**src/rtl/cal_alarm_pkg.sv**
```systemverilog
`timescale 1ns/1ps
// Shared layout constants for the calendar alarm match unit.
// Assumes one byte per alarm field and a single control byte.
package cal_alarm_pkg;
    localparam int NUM_FIELDS = 6;   // sec, min, hr, wday, mday, mon
    localparam int FIELD_W    = 7;   // BCD value width per field
    localparam int BYTE_W     = 8;
    localparam int ADDR_W     = 4;
    localparam int ALARM_BASE = 8;   // first alarm index
    localparam int CTRL_IDX   = 14;  // control byte index
    localparam int FLAG_BIT   = 0;
    localparam int IE_BIT     = 3;
    localparam int EN_BIT     = FIELD_W; // per-field enable position
endpackage

```
**src/rtl/cal_alarm_fieldcmp.sv**
```systemverilog
`timescale 1ns/1ps
// One alarm field compare slice.
// Reports whether the field participates and whether it is satisfied.
// A field that does not participate is always satisfied.
// Assumes the counter value is already valid when it is sampled.
module cal_alarm_fieldcmp #(
    parameter int FIELD_W = 7
) (
    input  logic [FIELD_W:0]   alarm_byte,
    input  logic [FIELD_W-1:0] cnt_val,
    output logic               fld_en,
    output logic               fld_ok
);
    // Satisfied when disabled, or when the value equals the counter
    always_comb begin
        fld_en = alarm_byte[FIELD_W];
        fld_ok = !fld_en || (alarm_byte[FIELD_W-1:0] == cnt_val);
    end
endmodule

```
**src/rtl/cal_alarm_regs.sv**
```systemverilog
`timescale 1ns/1ps
// Alarm field register bank: one byte per field at consecutive indices.
// Assumes a single-cycle write strobe. Reset clears every field,
// which leaves all fields disabled.
module cal_alarm_regs #(
    parameter int NUM_FIELDS = 6,
    parameter int BYTE_W     = 8,
    parameter int ADDR_W     = 4,
    parameter int BASE       = 8
) (
    input  logic                         clk,
    input  logic                         rst_n,
    input  logic                         wr,
    input  logic [ADDR_W-1:0]            addr,
    input  logic [BYTE_W-1:0]            wdata,
    output logic [NUM_FIELDS*BYTE_W-1:0] alarm_vec
);
    for (genvar g = 0; g < NUM_FIELDS; g++) begin : g_fld
        localparam logic [ADDR_W-1:0] MY_IDX = ADDR_W'(BASE + g);
        logic [BYTE_W-1:0] fld_q;
        // Capture a host write aimed at this field
        always_ff @(posedge clk) begin
            if (!rst_n)
                fld_q <= '0;
            else if (wr && addr == MY_IDX)
                fld_q <= wdata;
        end
        assign alarm_vec[g*BYTE_W +: BYTE_W] = fld_q;
    end
endmodule

```
**src/rtl/cal_alarm_ctrl.sv**
```systemverilog
`timescale 1ns/1ps
// Alarm flag and interrupt enable.
// The flag is set by a qualified match and cleared by a host write of 0
// to the flag bit. A match wins over a clear in the same cycle.
module cal_alarm_ctrl #(
    parameter int BYTE_W   = 8,
    parameter int FLAG_BIT = 0,
    parameter int IE_BIT   = 3
) (
    input  logic              clk,
    input  logic              rst_n,
    input  logic              ctrl_wr,
    input  logic [BYTE_W-1:0] wdata,
    input  logic              match,
    output logic              flag_q,
    output logic              ie_q
);
    // Sticky alarm flag: set has priority over clear
    always_ff @(posedge clk) begin
        if (!rst_n)
            flag_q <= 1'b0;
        else if (match)
            flag_q <= 1'b1;
        else if (ctrl_wr && !wdata[FLAG_BIT])
            flag_q <= 1'b0;
    end

    // Interrupt enable follows every control write
    always_ff @(posedge clk) begin
        if (!rst_n)
            ie_q <= 1'b0;
        else if (ctrl_wr)
            ie_q <= wdata[IE_BIT];
    end
endmodule

```
**src/rtl/cal_alarm_top.sv**
```systemverilog
`timescale 1ns/1ps
// Calendar alarm match unit, top level.
// Compares the BCD calendar counters with six alarm fields on each
// one-second tick. Any subset of fields may take part. A full match
// sets a sticky flag, and the interrupt is the flag gated by its enable.
// Assumes the counters are stable during the tick cycle.
module cal_alarm_top
    import cal_alarm_pkg::*;
(
    input  logic               clk,
    input  logic               rst_n,
    input  logic               tick_i,
    input  logic [FIELD_W-1:0] sec_i,
    input  logic [FIELD_W-1:0] min_i,
    input  logic [FIELD_W-1:0] hr_i,
    input  logic [FIELD_W-1:0] wday_i,
    input  logic [FIELD_W-1:0] mday_i,
    input  logic [FIELD_W-1:0] mon_i,
    input  logic               host_wr,
    input  logic [ADDR_W-1:0]  host_addr,
    input  logic [BYTE_W-1:0]  host_wdata,
    output logic [BYTE_W-1:0]  host_rdata,
    output logic               irq_o
);
    localparam logic [ADDR_W-1:0] CTRL_A = ADDR_W'(CTRL_IDX);

    logic [NUM_FIELDS*BYTE_W-1:0]  alarm_vec;
    logic [NUM_FIELDS*FIELD_W-1:0] cnt_vec;
    logic [NUM_FIELDS-1:0]         fld_en;
    logic [NUM_FIELDS-1:0]         fld_ok;
    logic                          any_en;
    logic                          match;
    logic                          ctrl_wr;
    logic                          flag_q;
    logic                          ie_q;

    // Counters packed in field order, seconds at the low end
    assign cnt_vec = {mon_i, mday_i, wday_i, hr_i, min_i, sec_i};

    cal_alarm_regs #(
        .NUM_FIELDS(NUM_FIELDS), .BYTE_W(BYTE_W),
        .ADDR_W(ADDR_W), .BASE(ALARM_BASE)
    ) u_regs (
        .clk(clk), .rst_n(rst_n), .wr(host_wr), .addr(host_addr),
        .wdata(host_wdata), .alarm_vec(alarm_vec)
    );

    for (genvar g = 0; g < NUM_FIELDS; g++) begin : g_cmp
        cal_alarm_fieldcmp #(.FIELD_W(FIELD_W)) u_cmp (
            .alarm_byte(alarm_vec[g*BYTE_W +: BYTE_W]),
            .cnt_val(cnt_vec[g*FIELD_W +: FIELD_W]),
            .fld_en(fld_en[g]),
            .fld_ok(fld_ok[g])
        );
    end

    // Qualified match: on a tick, at least one field enabled, all satisfied
    always_comb begin
        any_en  = |fld_en;
        match   = tick_i && any_en && (&fld_ok);
        ctrl_wr = host_wr && (host_addr == CTRL_A);
    end

    cal_alarm_ctrl #(
        .BYTE_W(BYTE_W), .FLAG_BIT(FLAG_BIT), .IE_BIT(IE_BIT)
    ) u_ctrl (
        .clk(clk), .rst_n(rst_n), .ctrl_wr(ctrl_wr), .wdata(host_wdata),
        .match(match), .flag_q(flag_q), .ie_q(ie_q)
    );

    // Interrupt output
    assign irq_o = flag_q && ie_q;

    // Read mux over alarm fields and control byte
    always_comb begin
        host_rdata = '0;
        for (int i = 0; i < NUM_FIELDS; i++) begin
            if (host_addr == ADDR_W'(ALARM_BASE + i))
                host_rdata = alarm_vec[i*BYTE_W +: BYTE_W];
        end
        if (host_addr == CTRL_A) begin
            host_rdata[FLAG_BIT] = flag_q;
            host_rdata[IE_BIT]   = ie_q;
        end
    end
endmodule

```
**config.mk**
```make
export PLATFORM = sky130hd
export DESIGN_NAME = cal_alarm_top
export DESIGN_NICKNAME = d
export VERILOG_FILES = /design/src/rtl/cal_alarm_pkg.sv /design/src/rtl/cal_alarm_fieldcmp.sv /design/src/rtl/cal_alarm_regs.sv /design/src/rtl/cal_alarm_ctrl.sv /design/src/rtl/cal_alarm_top.sv
export SDC_FILE = /design/constraint.sdc
export NUM_CORES = 1
export LEC_CHECK = 0
export ABC_AREA = 1
export BUFFER_PORTS_ARGS = -buffer_cell sky130_fd_sc_hd__buf_2
export CORE_MARGIN = 4
export CORE_UTILIZATION = 48
export CTS_CLUSTER_SIZE = 30
export DETAILED_ROUTE_END_ITERATION = 12
export PLACE_DENSITY = 0.71
export SLEW_MARGIN = 15
export SYNTH_ARGS = -nofsm -noshare
export SYNTH_HDL_FRONTEND = slang
export SYNTH_HIERARCHICAL = 1
export SYNTH_SLANG_ARGS = --single-unit
```
**constraint.sdc**
```tcl
create_clock -name clk -period 1.4 [get_ports clk]
set_input_delay 0.28 -clock clk [delete_from_list [all_inputs] [get_ports clk]]
set_output_delay 0.28 -clock clk [all_outputs]
set_load 0.05 [all_outputs]
```
==> summary.md <==
| Metric | Value |
|---|---|
| Post-synthesis sequential area ratio | `about 29%` |
| Filler instances | `roughly 650` |
| Top-level port count | `67` |
| WL/cell | `around 13 um` |
| Number of global-route vias before repair | `around 3,400` |
| Fin util | `around two thirds` |
| First-pass GRT wire length | `approximately 16,000 um` |
| GP Congestion | `approximately 0.9` |
| Failing checks | `negative setup slack` |
| Worst slew pin tran | `roughly 0.35 ns` |
| Cell row count | `30` |
| Post-synthesis adder-cell area fraction | `0%` |
| Final Hold Violating Endpoints | `0` |
| CP Launch Type | `input pin` |
| Total gr overflow | `0` |
| CTS tree | `done` |
| Clk pin slew, worst setup/hold paths | `~0.080 ns` |
| Crit share post-route | `119%` |
| WP data arrival | `about 1.4 ns` |
| Min-Delay Path Class | `in2reg` |
| Commonest non-fill, non-tap cell in the layout | `nand2_1` |
| Layout Nets | `roughly 780` |
| Unique masters post-synth | `26` |
| Drt via density | `approximately 4.8` |
| Setup WS post-layout | `-0.262 ns` |
| Number of synthesized register bits | `50` |
| Vias | `3,909` |
| Final setup viols | `9` |
| Status | `finished, violations left` |
| Mapped Cells | `roughly 600` |
| Initial antenna violation count | `0` |
| Drt initial violations | `202` |
| Syn Nets | `around 660` |
| Final cell count without fillers | `slightly above 800` |
| CTS H-Tree Depth | `2` |
| Max Cap Viol | `0` |
| DRC viols | `0` |
| Core box area | `6870 sq um` |
| Routed WL | `just over 10,000 um` |
| Dpl hpwl | `between 7000 and 8000 um` |
| DRT Pass-1 Iters | `5` |
| Max Fclk | `602 MHz` |
| Root Driver | `clkbuf_8` |
| Main combinational cell family by area after synthesis | `simple AND/OR/NAND/NOR gates` |
| Relative slew margins | `between 70% and 80%` |
| Critical Path Fanout Max | `12` |
| Avg Cell Area, Syn | `between 5 and 6 sq um` |
| Die W | `just over 90 um` |
| Cells after DPL | `approximately 800` |
| Xor/xnor share of the synthesized area | `approximately 3%` |
| Commonest cells after routing, fill and taps aside | `231 x nand2_1, 102 x nor2_1, 87 x inv_1` |
| Pwr dens | `around 630 nW/um^2` |
| Compound-gate portion of the synthesized area | `1.97%` |
| Synthesized area | `3430 sq um` |
| Pins Over Slew Limit | `0` |
| Longest Clk Path Bufs | `2` |
| Buffers on Ports | `66` |
| Share of layout cells above drive strength 1 | `26.7%` |
| Minimum clock period | `between 1.5 and 2 ns` |
| Final Skew | `0.00738 ns` |
| Synth Area in Simple Gates | `51.6%` |
| Die footprint | `8550 sq um` |
| Synth warn | `6` |
| WS Path Type | `in2out` |
| GRT Total Usage | `between 20% and 30%` |
| Detail Route Antenna Nets | `0` |
| Initial Utilization | `49.9%` |
| TritonCTS buffer count | `5` |
| Proportion of synthesized area in mux cells | `0%` |
| WP data required | `between 1 and 1.5 ns` |
| CTS sink count | `50` |
| ANT cells | `0` |
| Die H | `around 92 um` |
| Pin count of the biggest net entering global routing | `39` |
| Clk Latency, worst-skew pair | `between 0.3 and 0.4 ns` |
| Area growth syn-to-layout | `36.2%` |
| RSZ-0062 raised after global routing | `yes` |
| VDD IR-drop max | `~0.53 mV` |
| Static leakage | `between 0.002 and 0.0025 uW` |
| CP endpoint kind | `primary output` |
[worst paths after layout]
| kind | start | to | slack, ns | depth (start not counted) |
|---|---|---|---|---|
| setup / recovery | host_addr[2] | host_rdata[7] | -0.26 | 7 |
| hold / removal | host_wdata[2] | u_regs/g_fld[4].fld_q[2] | 0.22 | 3 |
| setup reg to reg | u_regs/g_fld[0].fld_q[0] | u_ctrl/flag_q | -0.23 | 12 |
| hold reg to reg | u_ctrl/flag_q | u_ctrl/flag_q | 0.52 | 2 |
[flip-flops by register name, indices dropped and copies added (netlist names)]
register,cells
u_ctrl/ie_q,1
u_regs/g_fld.fld_q,48
u_ctrl/flag_q,1
[per-layer routing]
layer | track usage [%] | vias up | share of wire, %
met5 | 0 | - | 0
met4 | 4.95 | 0 | 1.5
met3 | 3.33 | 15 | 6.2
met2 | 43.2 | 129 | 51
met1 | 28.7 | 1732 | 42
li1 | - | 2033 | -
[through the flow]
stage | instance area [sq um] | setup WS [ns] | hold WS, ns | TNS (ns) | power, uW
2_1_floorplan | 3460 | -0.0624 | 0.402 | -0.430 | 1840
3_3_place_gp | 4250 | -0.271 | 0.474 | -2.18 | 2090
3_5_place_dp | 4250 | -0.288 | 0.490 | -2.35 | 2110
4_1_cts | 4520 | -0.240 | 0.217 | -1.68 | 2910
5_1_grt | 4670 | -0.305 | 0.238 | -2.56 | 3070
6_report | 4670 | -0.262 | 0.218 | -2.06 | 2940
[logic make-up after synthesis]
| logic type | Yosys count |
|---|---|
| AO/OA/AOI/OAI | 12 |
| AND/OR/NAND/NOR | 417 |
| buffers and inverters | 112 |
| flip-flops | 50 |
| XOR/XNOR | 12 |
[synth_stat cells]
library cell | count | area (sq um)
o21ai_1 | 1 | 5.00
a21oi_2 | 1 | 8.76
inv_1 | 91 | 342
buf_6 | 4 | 45.0
nor3_2 | 2 | 20.0
a21oi_1 | 9 | 45.0
xnor2_1 | 6 | 52.6
clkbuf_1 | 1 | 3.75
and3_1 | 6 | 37.5
and2_1 | 1 | 6.26
dfxtp_1 | 50 | 1000
clkinv_1 | 1 | 3.75
buf_2 | 6 | 30.0
nor3_1 | 1 | 5.00
nand2_2 | 1 | 6.26
buf_1 | 2 | 7.51
nand2_1 | 232 | 871
nor2_4 | 6 | 67.6
xor2_1 | 6 | 52.6
nor2_1 | 109 | 409
buf_4 | 7 | 52.6
a311oi_1 | 1 | 8.76
nand3_1 | 37 | 185
nand3_4 | 2 | 35.0
nand4_1 | 17 | 106
nor2_2 | 3 | 18.8
[critical path, stage by stage]
cell and delay [ns]:
buf_8 0.10, nor2_4 0.23, clkbuf_16 0.23, nand3_1 0.09
and3_1 0.16, nand4_1 0.11, buf_6 0.18
[timing repair]
item / CTS / global route
buffers inserted: 7 / 1
resized for setup: 47 / 26
cloned: 0 / 2
hold buffers: 0 / 0
pin swaps: 7 / 18
endpoints found under the setup margin: 9 / 9
[where the power goes]
part           switching [uW]  internal [uW]  total (uW)
clock                     459            345         804
sequential               30.3           1460        1490
combinational             366            288         654
[final cells by class]
type / instances / area (sq um) / share of cell area (%)
multi-input cells: 441 / 2060 / 44.2
repair buffers: 128 / 1040 / 22.2
flip-flops and latches: 50 / 1020 / 21.8
inverters: 92 / 353 / 7.56
well taps: 96 / 120 / 2.57
clock buffers: 7 / 76.3 / 1.64
(Power assumes the default switching activity.)
